`src/rtl/cfg_load_pkg.sv`:
```
// Shared types of the configuration load sequencer.
// Assumes: two load steps, two-bit status and mode codes.
package cfg_load_pkg;

    localparam int NUM_STEPS = 2;

    typedef enum logic [1:0] {
        STEP_IDLE    = 2'b00,
        STEP_LOADING = 2'b01,
        STEP_DONE    = 2'b10,
        STEP_FAILED  = 2'b11
    } step_stat_e;

    typedef enum logic [1:0] {
        CTL_ROM      = 2'b00,
        CTL_BUS      = 2'b01,
        CTL_EEPROM   = 2'b10,
        CTL_RESERVED = 2'b11
    } ctl_code_e;

    typedef enum logic [2:0] {
        SQ_START,
        SQ_CORE,
        SQ_HWFW,
        SQ_COMPLETE,
        SQ_FAILED,
        SQ_HALTED
    } seq_state_e;

endpackage

```
`src/rtl/cfg_mode_ctl.sv`:
```
// Mode pin handling: captures the loader controller code once after reset,
// flags the reserved code, and follows run-time pin changes only while the
// owner allows it. Assumes the pins are stable relative to clk.
module cfg_mode_ctl
    import cfg_load_pkg::*;
(
    input  logic       clk,
    input  logic       rst_n,
    input  logic [1:0] mode_pins,
    input  logic       sample,
    input  logic       allow_switch,
    output logic       pins_ok,
    output logic [1:0] active_ctl,
    output logic       mode_err
);

    // Pin code usable as a loader controller
    assign pins_ok = (mode_pins != CTL_RESERVED);

    // Capture at start-up, follow later only when allowed
    always_ff @(posedge clk) begin
        if (!rst_n) begin
            active_ctl <= CTL_ROM;
            mode_err   <= 1'b0;
        end else if (sample) begin
            if (pins_ok) active_ctl <= mode_pins;
            else         mode_err   <= 1'b1;
        end else if (allow_switch && pins_ok) begin
            active_ctl <= mode_pins;
        end
    end

    AST_MODE_ERR_STICKY: assert property (@(posedge clk) disable iff (!rst_n)
        mode_err |=> mode_err);

    AST_ACTIVE_NEVER_RESERVED: assert property (@(posedge clk) disable iff (!rst_n)
        active_ctl != CTL_RESERVED);

endmodule

```
`src/rtl/cfg_word_loader.sv`:
```
// Word loader for one step at a time: on start it reads words 0..N-1, one
// outstanding request, and reports done on the last valid word or fail on
// a source error or a response timeout. Assumes start only while idle or in
// the cycle its previous step completes.
module cfg_word_loader #(
    parameter int ADDR_W      = 10,
    parameter int TIMEOUT_CYC = 1024
) (
    input  logic              clk,
    input  logic              rst_n,
    input  logic              start,
    input  logic [ADDR_W:0]   word_cnt,
    input  logic              src_valid,
    input  logic              src_err,
    output logic              busy,
    output logic [ADDR_W-1:0] addr,
    output logic              done,
    output logic              fail
);

    localparam int CNT_W = ADDR_W + 1;
    localparam int TMR_W = $clog2(TIMEOUT_CYC) + 1;
    localparam logic [TMR_W-1:0] TMR_LAST = TMR_W'(TIMEOUT_CYC - 1);

    logic [CNT_W-1:0] cnt_r;
    logic [TMR_W-1:0] tmr;
    logic             empty_r;
    logic             last_word;
    logic             tmr_exp;

    // Current word is the final one of the step
    assign last_word = ({1'b0, addr} == (cnt_r - CNT_W'(1)));
    // Wait budget used up
    assign tmr_exp   = (tmr == TMR_LAST);

    // Step end indications, taken by the sequencer in the same cycle
    assign done = (busy && src_valid && !src_err && last_word) || empty_r;
    assign fail = busy && (src_err || (!src_valid && tmr_exp));

    // Address walk, wait timer and busy flag
    always_ff @(posedge clk) begin
        if (!rst_n) begin
            busy    <= 1'b0;
            addr    <= '0;
            cnt_r   <= '0;
            tmr     <= '0;
            empty_r <= 1'b0;
        end else begin
            empty_r <= 1'b0;
            if (start) begin
                addr  <= '0;
                tmr   <= '0;
                cnt_r <= word_cnt;
                if (word_cnt == '0) begin
                    busy    <= 1'b0;
                    empty_r <= 1'b1;
                end else begin
                    busy <= 1'b1;
                end
            end else if (busy) begin
                if (src_err) begin
                    busy <= 1'b0;
                end else if (src_valid) begin
                    tmr <= '0;
                    if (last_word) busy <= 1'b0;
                    else           addr <= addr + 1'b1;
                end else if (tmr_exp) begin
                    busy <= 1'b0;
                end else begin
                    tmr <= tmr + 1'b1;
                end
            end
        end
    end

    AST_ADDR_IN_RANGE: assert property (@(posedge clk) disable iff (!rst_n)
        busy |-> ({1'b0, addr} < cnt_r));

    AST_WAIT_BOUNDED: assert property (@(posedge clk) disable iff (!rst_n)
        busy |-> (tmr <= TMR_LAST));

    AST_STOP_AFTER_ERROR: assert property (@(posedge clk) disable iff (!rst_n)
        (busy && src_err && !start) |=> !busy);

endmodule

```
`src/rtl/cfg_step_status.sv`:
```
// Status register of one load step: idle -> loading -> done or failed.
// Done and failed are final until reset. Assumes start, done and fail are
// single-cycle strobes from the sequencer.
module cfg_step_status
    import cfg_load_pkg::*;
(
    input  logic       clk,
    input  logic       rst_n,
    input  logic       start,
    input  logic       done,
    input  logic       fail,
    output step_stat_e status
);

    // Progress of the step
    always_ff @(posedge clk) begin
        if (!rst_n) begin
            status <= STEP_IDLE;
        end else begin
            case (status)
                STEP_IDLE:    if (start) status <= STEP_LOADING;
                STEP_LOADING: begin
                    if (fail)      status <= STEP_FAILED;
                    else if (done) status <= STEP_DONE;
                end
                default:      status <= status;
            endcase
        end
    end

    AST_FAILED_HOLDS: assert property (@(posedge clk) disable iff (!rst_n)
        (status == STEP_FAILED) |=> (status == STEP_FAILED));

    AST_DONE_HOLDS: assert property (@(posedge clk) disable iff (!rst_n)
        (status == STEP_DONE) |=> (status == STEP_DONE));

endmodule

```
`src/rtl/cfg_load_seq.sv`:
```
// Configuration load sequencer top: samples the mode pins after reset, runs
// the core step then the hardware/firmware step through one word loader,
// writes each word to the configuration port and keeps a status per step.
// Assumes one outstanding source request and a source that answers with a
// one-cycle valid or error strobe.
module cfg_load_seq
    import cfg_load_pkg::*;
#(
    parameter int DATA_W      = 16,
    parameter int ADDR_W      = 10,
    parameter int TIMEOUT_CYC = 1024
) (
    input  logic              clk,
    input  logic              rst_n,
    input  logic [1:0]        mode_pins,
    input  logic [ADDR_W:0]   core_words,
    input  logic [ADDR_W:0]   hwfw_words,
    output logic              src_req,
    output logic              src_stage,
    output logic [ADDR_W-1:0] src_addr,
    input  logic [DATA_W-1:0] src_rdata,
    input  logic              src_valid,
    input  logic              src_err,
    output logic              cfg_we,
    output logic              cfg_stage,
    output logic [ADDR_W-1:0] cfg_waddr,
    output logic [DATA_W-1:0] cfg_wdata,
    output logic [1:0]        core_status,
    output logic [1:0]        load_status,
    output logic [1:0]        active_ctl,
    output logic              mode_err
);

    localparam int STEP_CORE = 0;
    localparam int STEP_HWFW = 1;

    seq_state_e        state, nxt_state;
    logic              pins_ok;
    logic              sample;
    logic              ld_start;
    logic [ADDR_W:0]   ld_cnt;
    logic              ld_busy;
    logic [ADDR_W-1:0] ld_addr;
    logic              ld_done;
    logic              ld_fail;
    logic [NUM_STEPS-1:0] st_start;
    logic [NUM_STEPS-1:0] st_done;
    logic [NUM_STEPS-1:0] st_fail;
    step_stat_e        st_val [NUM_STEPS];

    cfg_mode_ctl u_mode (
        .clk          (clk),
        .rst_n        (rst_n),
        .mode_pins    (mode_pins),
        .sample       (sample),
        .allow_switch (state == SQ_COMPLETE),
        .pins_ok      (pins_ok),
        .active_ctl   (active_ctl),
        .mode_err     (mode_err)
    );

    cfg_word_loader #(
        .ADDR_W      (ADDR_W),
        .TIMEOUT_CYC (TIMEOUT_CYC)
    ) u_loader (
        .clk       (clk),
        .rst_n     (rst_n),
        .start     (ld_start),
        .word_cnt  (ld_cnt),
        .src_valid (src_valid),
        .src_err   (src_err),
        .busy      (ld_busy),
        .addr      (ld_addr),
        .done      (ld_done),
        .fail      (ld_fail)
    );

    for (genvar g = 0; g < NUM_STEPS; g++) begin : g_step
        cfg_step_status u_stat (
            .clk    (clk),
            .rst_n  (rst_n),
            .start  (st_start[g]),
            .done   (st_done[g]),
            .fail   (st_fail[g]),
            .status (st_val[g])
        );
    end

    // Sequence decisions: which step starts, ends or fails this cycle
    always_comb begin
        nxt_state = state;
        sample    = 1'b0;
        ld_start  = 1'b0;
        ld_cnt    = core_words;
        st_start  = '0;
        st_done   = '0;
        st_fail   = '0;
        case (state)
            SQ_START: begin
                sample = 1'b1;
                if (pins_ok) begin
                    ld_start            = 1'b1;
                    st_start[STEP_CORE] = 1'b1;
                    nxt_state           = SQ_CORE;
                end else begin
                    nxt_state = SQ_HALTED;
                end
            end
            SQ_CORE: begin
                if (ld_fail) begin
                    st_fail[STEP_CORE] = 1'b1;
                    nxt_state          = SQ_FAILED;
                end else if (ld_done) begin
                    st_done[STEP_CORE]  = 1'b1;
                    st_start[STEP_HWFW] = 1'b1;
                    ld_start            = 1'b1;
                    ld_cnt              = hwfw_words;
                    nxt_state           = SQ_HWFW;
                end
            end
            SQ_HWFW: begin
                if (ld_fail) begin
                    st_fail[STEP_HWFW] = 1'b1;
                    nxt_state          = SQ_FAILED;
                end else if (ld_done) begin
                    st_done[STEP_HWFW] = 1'b1;
                    nxt_state          = SQ_COMPLETE;
                end
            end
            default: nxt_state = state;
        endcase
    end

    // Sequence state register
    always_ff @(posedge clk) begin
        if (!rst_n) state <= SQ_START;
        else        state <= nxt_state;
    end

    // Source request and configuration write port
    assign src_req     = ld_busy;
    assign src_stage   = (state == SQ_HWFW);
    assign src_addr    = ld_addr;
    assign cfg_we      = ld_busy && src_valid && !src_err;
    assign cfg_stage   = src_stage;
    assign cfg_waddr   = ld_addr;
    assign cfg_wdata   = src_rdata;
    assign core_status = st_val[STEP_CORE];
    assign load_status = st_val[STEP_HWFW];

    AST_CORE_BEFORE_HWFW: assert property (@(posedge clk) disable iff (!rst_n)
        (load_status != STEP_IDLE) |-> (core_status == STEP_DONE));

    AST_NO_REQ_ON_MODE_ERR: assert property (@(posedge clk) disable iff (!rst_n)
        mode_err |-> (!src_req && core_status == STEP_IDLE));

    AST_CTL_FROZEN_IN_LOAD: assert property (@(posedge clk) disable iff (!rst_n)
        (state == SQ_CORE || state == SQ_HWFW) |=> $stable(active_ctl));

    AST_NO_REQ_AFTER_FAIL: assert property (@(posedge clk) disable iff (!rst_n)
        (core_status == STEP_FAILED || load_status == STEP_FAILED) |-> !src_req);

endmodule

```
`config.mk`:
```
export PLATFORM = sky130hd
export DESIGN_NAME = cfg_load_seq
export DESIGN_NICKNAME = d
export VERILOG_FILES = /design/src/rtl/cfg_load_pkg.sv /design/src/rtl/cfg_mode_ctl.sv /design/src/rtl/cfg_word_loader.sv /design/src/rtl/cfg_step_status.sv /design/src/rtl/cfg_load_seq.sv
export SDC_FILE = /design/constraint.sdc
export NUM_CORES = 1
export LEC_CHECK = 0
export BUFFER_PORTS_ARGS = -buffer_cell sky130_fd_sc_hd__buf_2
export CORE_UTILIZATION = 25
export DETAILED_ROUTE_END_ITERATION = 16
export PLACE_DENSITY = 0.49
export SETUP_SLACK_MARGIN = 0.15
export SKIP_CTS_REPAIR_TIMING = 1
export SYNTH_ARGS = -nofsm -noshare
export SYNTH_HDL_FRONTEND = slang
export SYNTH_HIERARCHICAL = 1
export SYNTH_SLANG_ARGS = --single-unit
```
`constraint.sdc`:
```
create_clock -name clk -period 4.35 [get_ports clk]
set_input_delay 0.2175 -clock clk [delete_from_list [all_inputs] [get_ports clk]]
set_output_delay 0.2175 -clock clk [all_outputs]
set_load 0.01 [all_outputs]
```
==> summary.txt <==
Status
  – Run status: completed

Layout
  – Final standard cell utilization of the core: 0.286
  – Synthesis-to-finish area growth: 11.8%
  – Total number of nets in the final design: 389
  – Most frequent cells in the layout: sky130_fd_sc_hd__buf_2 (58), sky130_fd_sc_hd__dfxtp_1 (44), sky130_fd_sc_hd__nor2_1 (22)
  – Fin cells: 483
  – Number of inserted diodes: 0
  – Most common library cell in the layout ignoring fill and taps: sky130_fd_sc_hd__buf_2
  – Cell area after layout: 0.00309 mm^2
  – Proportion of layout cells with a drive suffix above 1: 0.257

Global routing
  – Maximum number of pins on one net before global-route repair: 26
  – GR Util All Layers: 0.109
  – Global-route wire length before repair: 9980 um
  – GRT overflow: 0
  – Via count of the first global-routing pass: 2047
  – Initial antenna violation count: 0

Placement
  – Cell area reported after detailed placement: 0.00299 mm^2
  – HPWL after detailed placement: 4710 um
  – Routability Congestion: 0.825
  – Placed insts: 475
  – Placement Setup Slack: 0.260 ns
  – I/O Buffers: 58

Floorplan
  – Initial Util: 0.256
  – Row cnt: 38
  – Die extent in x: 107 um
  – Core area: 0.0108 mm^2
  – Height of the die: 107 um
  – Die footprint: 0.0115 mm^2
  – I/O pin count: 91

Critical path
  – Worst reg2reg path depth: 14
  – Data arrival at the endpoint of the critical path: 4.02 ns
  – Flop-to-flop setup slack: 0.52 ns
  – Cell type of the slowest stage on the worst timing path: sky130_fd_sc_hd__and4bb_4
  – CP top delay family: simple AND/OR/NAND/NOR gates
  – Sum of buffers and inverters on the critical path: 1
  – Worst Path Class, Setup: flip-flop to flip-flop
  – Maximum fanout along the worst path: 22
  – Worst Path Required: 4.54 ns
  – Endpoint of the worst-slack reg-to-reg timing path: u_loader/busy
  – Cell Chain, Critical Path: inv_1 > ha_1 > nor2b_2 > nor3b_1 > a32o_1 > a221oi_2 > and4bb_4 > a21o_1 > nand2b_1 > or3_4 > mux2_4 > nor4_1 > nand3_1 > a31o_2
  – Startpoint type of the worst setup path: flip-flop
  – Critical Path End Type: flip-flop
  – Worst path max stage delay: 0.49 ns
  – Startpoint of the worst-slack reg-to-reg timing path: u_loader/cnt_r[0]

Worst hold path
  – End point of the most critical hold path: u_mode/mode_err
  – Tightest Hold Check Type: primary input to flip-flop
  – Launch point of the worst hold path: mode_pins[0]
  – Cell depth of the worst min-delay path: 3

STA
  – Total negative setup slack: 0 ns
  – Final worst-path cycle share: 0.881
  – Worst-margin pin slew: 0.781 ns
  – Final worst clock skew: 0.00931 ns
  – Setup repair after global routing missed its margin: false
  – Setup WS post-layout: 0.520 ns
  – Post-layout min period: 3.83 ns
  – Worst slew slack as a fraction of its limit: 0.475
  – Number of pins exceeding their max-slew limit in the final report: 0
  – Maximum frequency from static timing analysis: 0.261 GHz
  – Hold Fails Final Rpt: 0
  – Setup violators final: 0
  – Tightest hold margin: 0.222 ns

Routing
  – Routed via count divided by cell count: 4.55
  – Post-detailed-route DRC marker count: 0
  – Aggregate routed wire length: 6120 um
  – Detailed-routing iteration count for the pre-antenna-repair pass: 4
  – Final ANT Viol Nets: 0
  – First DRT Iteration DRCs: 55
  – Average wire per cell in the routed design: 12.7 um
  – Total number of vias: 2199

Yosys
  – Part of the Yosys area used for sequential elements: 0.319
  – Adder-cell area share of the yosys netlist: 0.0136
  – XOR/XNOR share of the synthesized area: 0.0634
  – Cell type contributing the most total cell area after synthesis: sky130_fd_sc_hd__dfxtp_1
  – Distinct cell type count of the synthesized netlist: 58
  – Multiplexer share of the synthesized area: 0.0991
  – Share of the synthesized area in compound gates (AO/OA/AOI/OAI): 0.160
  – Proportion of synthesized flip-flops having asynchronous set or reset: 0
  – Synthesized instance count: 312
  – Flops & latches, synth: 44
  – Synth area leaders: sky130_fd_sc_hd__dfxtp_1 (32%), sky130_fd_sc_hd__buf_4 (7.3%), sky130_fd_sc_hd__mux2i_1 (4.3%)
  – Area share of the largest cell type after synthesis: 0.319
  – Post-synthesis net count: 359
  – Mapped Area: 0.00276 mm^2
  – Combinational family with the most area after synthesis: simple AND/OR/NAND/NOR gates
  – Count of synthesis-stage warnings from yosys: 6
  – Synthesized area per cell: 8.86 um^2
  – Dominant synthesized flop cell: sky130_fd_sc_hd__dfxtp_1
  – Number of synthesized flops with an enable pin: 0
  – Simple-gate area share of the yosys netlist: 0.235

CTS
  – Root cell of the clock tree: sky130_fd_sc_hd__clkbuf_8
  – Later-pin clock latency in the skew report: 0.29 ns
  – Clock net sink count: 44
  – Max Buffers Root-to-Sink: 2
  – Clock tree from TritonCTS: built
  – Number of H-tree levels: 2
  – Clock transition at path regs: 0.09 ns
  – Clock buffers created by TritonCTS: 5

Pwr
  – P per Cell Area: 276 mW/mm^2
  – Total power of the final layout: 0.854 mW
  – Leakage power total: 1.32 nW
  – Maximum ir drop on the vdd rail: 0.137 mV

Run
  – Max Cap Violations: 0
==> area by class of cell <==
type / instances / area [um^2]
Clock buffer: 7 / 86.3
Clock inverter: 1 / 7.51
Fill cell: 1157 / 7700
Inverter: 7 / 26.3
Multi-Input combinational cell: 221 / 1590
Sequential cell: 44 / 881
Tap cell: 140 / 175
Timing Repair Buffer: 63 / 328
==> worst min-delay path, cell delays in order <==
cell	delay (ns)
sky130_fd_sc_hd__buf_2	0.11
sky130_fd_sc_hd__a31oi_1	0.07
sky130_fd_sc_hd__nor2b_1	0.09
==> cells in the mapped netlist, drive strengths merged, types with 7 or more instances <==
cell type   n
nor2b      18
o21a        7
o21ai      10
xor2       12
dfxtp      44
nand2      19
nor2       22
a21oi      14
mux2i      12
inv         7
xnor2       8
mux2       11
nand3       7
nor3        8
buf        34
==> metal layers <==
| metal | track usage | wire, um | part of all wire | up-vias |
|---|---|---|---|---|
| met5 | 0 | 0 | 0 | - |
| met2 | 0.178 | 2710 | 0.44 | 48 |
| met4 | 0.0411 | 71 | 0.012 | 0 |
| li1 | - | - | - | 1153 |
| met1 | 0.146 | 3120 | 0.51 | 990 |
| met3 | 0.0152 | 213 | 0.035 | 8 |
==> sequential cells by signal (all words and copies together), names as in the netlist <==
register and count:
g_step.u_stat/status 4, u_mode/mode_err 1, u_loader/addr 10, u_loader/busy 1, state 3, u_loader/empty_r 1
u_loader/tmr 11, u_loader/cnt_r 11, u_mode/active_ctl 2
==> where the power goes <==
| group | leakage (nW) | internal [mW] | total, mW | switching, mW |
|---|---|---|---|---|
| clock | 0.0445 | 0.129 | 0.267 | 0.138 |
| combinational | 0.913 | 0.0748 | 0.151 | 0.0762 |
| sequential | 0.358 | 0.417 | 0.436 | 0.0192 |
| total | 1.32 | 0.621 | 0.854 | 0.233 |
==> worst max-delay path by stage <==
stage | to | start | cells after the start | slack, ns
6_report | u_loader/busy | u_loader/cnt_r[0] | 14 | 0.52
5_1_grt | u_loader/busy | u_loader/cnt_r[0] | 14 | 0.24
4_1_cts | u_loader/busy | u_loader/cnt_r[0] | 14 | 0.22
3_5_place_dp | u_loader/busy | u_loader/cnt_r[0] | 14 | 0.26
3_3_place_gp | u_loader/busy | u_loader/cnt_r[0] | 15 | 0.33
2_1_floorplan | u_loader/busy | u_loader/cnt_r[0] | 20 | 0.52
==> cell families (layout without fill, tap and decap cells) <==
logic type / count (synthesis) / count (layout)
compound gates: 62 / 62
xor+xnor: 20 / 20
fa+ha+maj: 3 / 3
buf+inv: 47 / 78
flops: 44 / 44
mux: 23 / 23
simple gates: 113 / 113
Power figures use the tool's default switching activity.
